==> config.mk <==
export PLATFORM = sky130hd
export DESIGN_NAME = regbank_decode
export DESIGN_NICKNAME = d
export VERILOG_FILES = /design/src/rtl/regbank_pkg.sv /design/src/rtl/regbank_addr_map.sv /design/src/rtl/regbank_gpr_ram.sv /design/src/rtl/regbank_decode.sv
export SDC_FILE = /design/constraint.sdc
export NUM_CORES = 2
export LEC_CHECK = 0
export BUFFER_PORTS_ARGS = -buffer_cell sky130_fd_sc_hd__buf_2
export CORE_MARGIN = 2
export CORE_UTILIZATION = 60
export CTS_BUF_LIST = sky130_fd_sc_hd__clkbuf_4 sky130_fd_sc_hd__clkbuf_8
export DETAILED_ROUTE_END_ITERATION = 8
export GPL_ROUTABILITY_DRIVEN = 0
export PLACE_DENSITY = 0.76
export SLEW_MARGIN = 5
export SYNTH_ARGS = -nofsm -noshare
export SYNTH_HDL_FRONTEND = slang
export SYNTH_SLANG_ARGS = --single-unit
==> constraint.sdc <==
create_clock -name clk -period 3.55 [get_ports clk]
set_input_delay 0.355 -clock clk [delete_from_list [all_inputs] [get_ports clk]]
set_output_delay 0.355 -clock clk [all_outputs]
set_load 0.05 [all_outputs]
==> src/rtl/regbank_pkg.sv <==
package regbank_pkg;

    typedef enum logic [1:0] {
        RGN_SFR  = 2'd0,
        RGN_GPR  = 2'd1,
        RGN_NONE = 2'd2
    } region_e;

endpackage

==> src/rtl/regbank_addr_map.sv <==
module regbank_addr_map
    import regbank_pkg::*;
#(
    parameter int OFS_W    = 7,
    parameter int SFR_SPAN = 32,
    parameter int B1_GPR   = 32,
    parameter int SHARED   = 16,
    parameter int IDX_W    = 7
) (
    input  logic [OFS_W-1:0] offset,
    input  logic             bank,
    output region_e          region,
    output logic [IDX_W-1:0] ram_idx,
    output logic [OFS_W:0]   full_addr
);
    localparam int OFS_SPAN = 2 ** OFS_W;
    localparam int B0_GPR   = OFS_SPAN - SFR_SPAN;
    localparam int B1_HI    = SFR_SPAN + B1_GPR;
    localparam int ALIAS_LO = OFS_SPAN - SHARED;

    int ofs;

    always_comb begin
        ofs       = int'(offset);
        full_addr = {bank, offset};
        region    = RGN_NONE;
        ram_idx   = '0;
        if (ofs < SFR_SPAN) begin
            region = RGN_SFR;
        end else if (!bank) begin
            region  = RGN_GPR;
            ram_idx = IDX_W'(ofs - SFR_SPAN);
        end else if (ofs < B1_HI) begin
            region  = RGN_GPR;
            ram_idx = IDX_W'(B0_GPR + ofs - SFR_SPAN);
        end else if (ofs >= ALIAS_LO) begin
            region  = RGN_GPR;
            ram_idx = IDX_W'(ofs - SFR_SPAN);
        end
    end

    // bank-1 top window must land on the bank-0 byte with the same offset
    always_comb begin
        if (bank === 1'b1 && int'(offset) >= ALIAS_LO) begin
            p_alias_shared_r6: assert (region == RGN_GPR && ram_idx == IDX_W'(int'(offset) - SFR_SPAN));
        end
    end

endmodule

==> src/rtl/regbank_gpr_ram.sv <==
module regbank_gpr_ram #(
    parameter int DEPTH  = 128,
    parameter int DATA_W = 8,
    parameter int IDX_W  = 7
) (
    input  logic              clk,
    input  logic              rst_n,
    input  logic              we,
    input  logic [IDX_W-1:0]  idx,
    input  logic [DATA_W-1:0] wdata,
    output logic [DATA_W-1:0] rdata
);
    typedef struct packed {
        logic [DEPTH-1:0][DATA_W-1:0] mem;
    } ram_s;

    ram_s ram_d, ram_q;

    always_comb begin
        ram_d = ram_q;
        if (we && int'(idx) < DEPTH) begin
            ram_d.mem[idx] = wdata;
        end
    end

    always_ff @(posedge clk or negedge rst_n) begin
        if (!rst_n) begin
            ram_q <= '0;
        end else begin
            ram_q <= ram_d;
        end
    end

    assign rdata = (int'(idx) < DEPTH) ? ram_q.mem[idx] : '0;

    p_write_lands_r9: assert property (@(posedge clk) disable iff (!rst_n)
        we |=> ram_q.mem[$past(idx)] == $past(wdata));

endmodule

==> src/rtl/regbank_decode.sv <==
module regbank_decode
    import regbank_pkg::*;
#(
    parameter int OFS_W    = 7,
    parameter int DATA_W   = 8,
    parameter int SFR_SPAN = 32,
    parameter int B1_GPR   = 32,
    parameter int SHARED   = 16
) (
    input  logic              clk,
    input  logic              rst_n,
    input  logic [OFS_W-1:0]  core_addr,
    input  logic              core_bank,
    input  logic [DATA_W-1:0] core_wdata,
    input  logic              core_we,
    output logic [DATA_W-1:0] core_rdata,
    output logic              sfr_sel,
    output logic [OFS_W:0]    sfr_addr,
    output logic [DATA_W-1:0] sfr_wdata,
    output logic              sfr_we,
    input  logic [DATA_W-1:0] sfr_rdata
);
    localparam int DEPTH = (2 ** OFS_W - SFR_SPAN) + B1_GPR;
    localparam int IDX_W = $clog2(DEPTH);

    region_e           region;
    logic [IDX_W-1:0]  ram_idx;
    logic [OFS_W:0]    full_addr;
    logic              ram_we;
    logic [DATA_W-1:0] ram_rdata;

    regbank_addr_map #(
        .OFS_W   (OFS_W),
        .SFR_SPAN(SFR_SPAN),
        .B1_GPR  (B1_GPR),
        .SHARED  (SHARED),
        .IDX_W   (IDX_W)
    ) u_map (
        .offset   (core_addr),
        .bank     (core_bank),
        .region   (region),
        .ram_idx  (ram_idx),
        .full_addr(full_addr)
    );

    regbank_gpr_ram #(
        .DEPTH (DEPTH),
        .DATA_W(DATA_W),
        .IDX_W (IDX_W)
    ) u_ram (
        .clk  (clk),
        .rst_n(rst_n),
        .we   (ram_we),
        .idx  (ram_idx),
        .wdata(core_wdata),
        .rdata(ram_rdata)
    );

    always_comb begin
        ram_we     = core_we && (region == RGN_GPR);
        sfr_sel    = (region == RGN_SFR);
        sfr_we     = sfr_sel && core_we;
        sfr_addr   = full_addr;
        sfr_wdata  = core_wdata;
        unique case (region)
            RGN_SFR: core_rdata = sfr_rdata;
            RGN_GPR: core_rdata = ram_rdata;
            default: core_rdata = '0;
        endcase
    end

    p_addr_concat_r1: assert property (@(posedge clk) disable iff (!rst_n)
        sfr_addr == {core_bank, core_addr});

    p_sfr_route_r2: assert property (@(posedge clk) disable iff (!rst_n)
        sfr_sel |-> core_rdata == sfr_rdata);

    p_sfr_strobe_r3: assert property (@(posedge clk) disable iff (!rst_n)
        sfr_we |-> (sfr_sel && core_we));

    p_hole_quiet_r7: assert property (@(posedge clk) disable iff (!rst_n)
        (region == RGN_NONE) |-> (core_rdata == '0 && !sfr_sel));

    p_drop_write_r8: assert property (@(posedge clk) disable iff (!rst_n)
        (core_we && region != RGN_GPR) |-> !ram_we);

endmodule

==> flow_metrics.py <==
metrics = {
    "worst_setup_path": {
        "crit_family": "compound AO/OA/AOI/OAI gates",
        "cp_slowest_cell": "a222oi_1",
        "rrSetupSlack_ns": 2.70,
        "slowest_delay_ns": 0.46,
        "worstReg2RegStart": "u_ram.ram_q[804]$_DFFE_PN0P_",
        "critPathKind": "in2out",
        "arrival_ns": 3.38,
        "r2r-end": "u_ram.ram_q[804]$_DFFE_PN0P_",
        "rr_worst_depth": 1,
        "crit_required_ns": 3.19,
        "path_buf_inv": 8,
        "crit_chain": "buf_12 > ha_4 > and2_4 > buf_4 > buf_16 > buf_4 > o21ai_4 > buf_6 > buf_12 > o22a_1 > o21ai_0 > a222oi_1 > a21oi_1 > o41ai_4 > buf_4 > buf_12",
        "endpoint_kind": "output port",
        "crit_path_start_kind": "input pin",
        "cp_max_fo": 6,
    },
    "final_layout": {
        "finalInstanceArea_um2": 56400,
        "fin_nets": 3958,
        "drive_gt1_share_pct": 53.3,
        "area_growth_pct": 20.8,
        "top_register": "u_ram.ram_q",
        "fill_cells": 4698,
        "largest_reg_flops": 1024,
        "top_regs": "u_ram.ram_q: 1024 flops",
    },
    "sta": {
        "finalSetupViolations": 8,
        "fin_crit_sh_pct": 105,
        "setup_ws_ns": -0.189,
        "setup-tns-final_ns": -0.948,
        "skew_ns": 0,
        "fin_crit_ns": 3.74,
        "worstMarginPinSlew_ns": 0.903,
        "fmax_mhz": 267,
        "rsz0062_at_grt": "yes",
        "slew_viol_final": 0,
        "whs_ns": 0.107,
        "max_slew_margin_pct": 39.8,
        "hold_viol_final": 0,
    },
    "yosys": {
        "yosysWarningCount": 0,
        "ys.flop_type": "dfrtp_1",
        "synthesis.area_um2": 46700,
        "synth_edf_count": 0,
        "synth.net_count": 3528,
        "yosysSeqAreaShare_pct": 54.9,
        "synth-async-reset-ratio_pct": 100,
        "avgSynthCellArea_um2": 13.3,
        "ys_ff_latch": 1024,
        "synth.distinct_cells": 72,
        "syn-instance-count": 3498,
    },
    "detailed_routing": {
        "wl_per_cell_um": 31.1,
        "wirelength_um": 158000,
        "ant_nets": 0,
        "vias": 35300,
        "firstDrtPassIters": 8,
        "vias_per_cell": 6.94,
        "drc": 0,
        "drtIter0Drc": 4408,
    },
    "power_and_ir_drop": {
        "combinationalPowerShare_pct": 14.3,
        "p_switching_mw": 7.51,
        "peakVddDrop_mv": 0.382,
        "p_leak_nw": 27.6,
        "powerDensity_nw_per_um2": 489,
        "clockPowerShare_pct": 39.0,
        "total_power_mw": 27.6,
        "swShare_pct": 27.2,
        "p_int_mw": 20.1,
        "p_seq_share_pct": 46.7,
    },
    "floorplanning": {
        "ios": 53,
        "fp.dieW_um": 283,
        "die-area_um2": 80000,
        "num_rows": 102,
        "core_area_um2": 77200,
        "initial_core_util_pct": 60.5,
        "die_h_um": 283,
    },
    "global_routing": {
        "antenna_found_initial": 2,
        "grt_pass1_vias": 36500,
        "track_usage_pct": 38.8,
        "overflow": 0,
        "grt_pass1_wl_um": 234000,
        "grt_max_degree": 146,
    },
    "placed_design": {
        "place_area_um2": 51300,
        "io_buffers": 52,
        "dp_hpwl_um": 101000,
    },
    "outcome": {
        "violations": "negative setup slack",
        "outcome": "finished with violations",
    },
    "clocking": {
        "cts_tree": "yes",
        "insertion_delay_ns": 0.84,
        "clock-sinks": 1024,
        "cts_buffers": 164,
        "cts.clk_slew.worst_paths_ns": 0.06,
        "htreeDepth": 4,
        "ctsLongestPathBuffers": 3,
        "clockRootBuffer": "clkbuf_8",
    },
    "job": {
        "cap_viol_max_count": 0,
    },
    "hold_path": {
        "hp-class": "in2async",
    },
}
-- repair_timing --
action,CTS,global route
gates cloned,5,2
endpoints found under the setup margin,8,8
setup buffers,38,28
hold buffers,1,0
endpoints found under the hold margin,93,0
gates resized for setup,130,75
pin swaps,43,60
-- metal layers --
layer	GRT usage, %	wire length [um]
met1	48.9	56600
met2	59.2	71300
met3	11.4	18500
met4	24.5	11800
met5	0	78
-- area by class of cell --
cell class,count,area (um2),area share (%)
antenna,2,5.00,0.00887
timing repair buffer,534,5290,9.38
clock inverter,25,274,0.486
clock buffer,259,3210,5.69
multi-input combinational,2197,20700,36.7
inverter,7,26.3,0.0466
sequential,1024,25600,45.4
tap,1040,1300,2.31
-- cell usage in the layout, fill, tap and decap left out, types with 9 or more instances in the layout --
cell / netlist / layout
buf_12: 0 / 83
buf_2: 46 / 30
mux2_2: 1080 / 1080
clkinv_2: 0 / 9
o31ai_4: 0 / 9
clkbuf_8: 0 / 202
clkbuf_4: 0 / 58
buf_6: 1 / 26
o21ai_0: 74 / 54
dfrtp_1: 1024 / 1024
nor3_2: 0 / 10
nor3_1: 30 / 19
nor2_2: 46 / 47
o22ai_2: 0 / 9
o22a_1: 23 / 23
o21ai_1: 0 / 14
nor2_1: 101 / 98
mux2i_1: 79 / 79
o22ai_1: 249 / 236
o31ai_1: 38 / 17
a21oi_1: 66 / 62
nand2_1: 83 / 82
buf_8: 0 / 13
o221ai_1: 60 / 53
mux4_2: 21 / 21
nor2_4: 33 / 35
buf_4: 17 / 374
nand3_1: 13 / 12
nand2_2: 35 / 36
o31ai_2: 0 / 12
a211o_1: 10 / 10
nor2b_1: 19 / 17
-- metrics by stage --
step           std cells  util [%]  setup WS [ns]
2_1_floorplan       3498         -        -0.0247
3_3_place_gp        4731      66.4         -0.809
3_5_place_dp        4731      66.4         -0.756
4_1_cts             5058      72.2        -0.0323
5_1_grt             5087      73.0         -0.166
6_report            5088      73.0         -0.189
-- synthesized netlist by cell type, types with 5 or more instances --
cell | number | share of area, %
o31ai_1 | 38 | 0.61
a211o_1 | 10 | 0.19
o21a_1 | 5 | 0.080
o22ai_1 | 249 | 3.3
a21oi_1 | 66 | 0.71
nand2_2 | 35 | 0.47
o21ai_0 | 74 | 0.79
o221ai_1 | 60 | 1.1
dfrtp_1 | 1024 | 55
mux2i_1 | 79 | 1.7
clkbuf_1 | 177 | 1.4
buf_4 | 17 | 0.27
nor3_1 | 30 | 0.32
nand2_1 | 83 | 0.67
nand4_1 | 6 | 0.080
buf_2 | 46 | 0.49
a41oi_1 | 8 | 0.15
nor2_4 | 33 | 0.80
nor2_2 | 46 | 0.62
a2bb2oi_1 | 7 | 0.13
o22a_1 | 23 | 0.43
mux4_2 | 21 | 1.0
nor2b_1 | 19 | 0.25
o31a_1 | 6 | 0.11
o211ai_1 | 7 | 0.11
nand2b_1 | 5 | 0.067
nor2_1 | 101 | 0.81
a211oi_1 | 10 | 0.16
buf_1 | 29 | 0.23
inv_1 | 7 | 0.056
mux2_2 | 1080 | 26
nand3_1 | 13 | 0.14
-- power groups by stage --
stage                     registers [mW]  logic [mW]  clock network (mW)
after floorplan                     12.9        1.90                   0
after global placement              13.0        3.39                   0
after detailed placement            13.0        3.49                   0
after CTS                           12.8        3.69                10.8
after global routing                12.9        4.07                11.4
final                               12.9        3.94                10.8
-- worst max-delay path by stage --
stage	start	endpoint	slack [ns]	cells after the start
finish	core_addr[5]	core_rdata[3]	-0.19	16
floorplan	core_addr[6]	core_rdata[3]	-0.02	13
detailed placement	core_addr[5]	core_rdata[5]	-0.76	13
global placement	core_addr[5]	core_rdata[3]	-0.81	15
global route	core_addr[5]	core_rdata[6]	-0.17	17
CTS	core_addr[6]	core_rdata[4]	-0.03	17
-- cell families (layout without fill, tap and decap cells) --
logic type / Yosys count / count (layout) / share of synthesized area (%)
multiplexers: 1184 / 1184 / 28.9
flip-flops: 1024 / 1024 / 54.9
AO/OA/AOI/OAI: 605 / 605 / 8.78
AND/OR/NAND/NOR: 405 / 405 / 4.89
buffers and inverters: 277 / 825 / 2.50
adder cells (fa/ha/maj): 3 / 3 / 0.0804
other: 0 / 2 / 0
No activity file was read; power rests on OpenSTA's default activity.
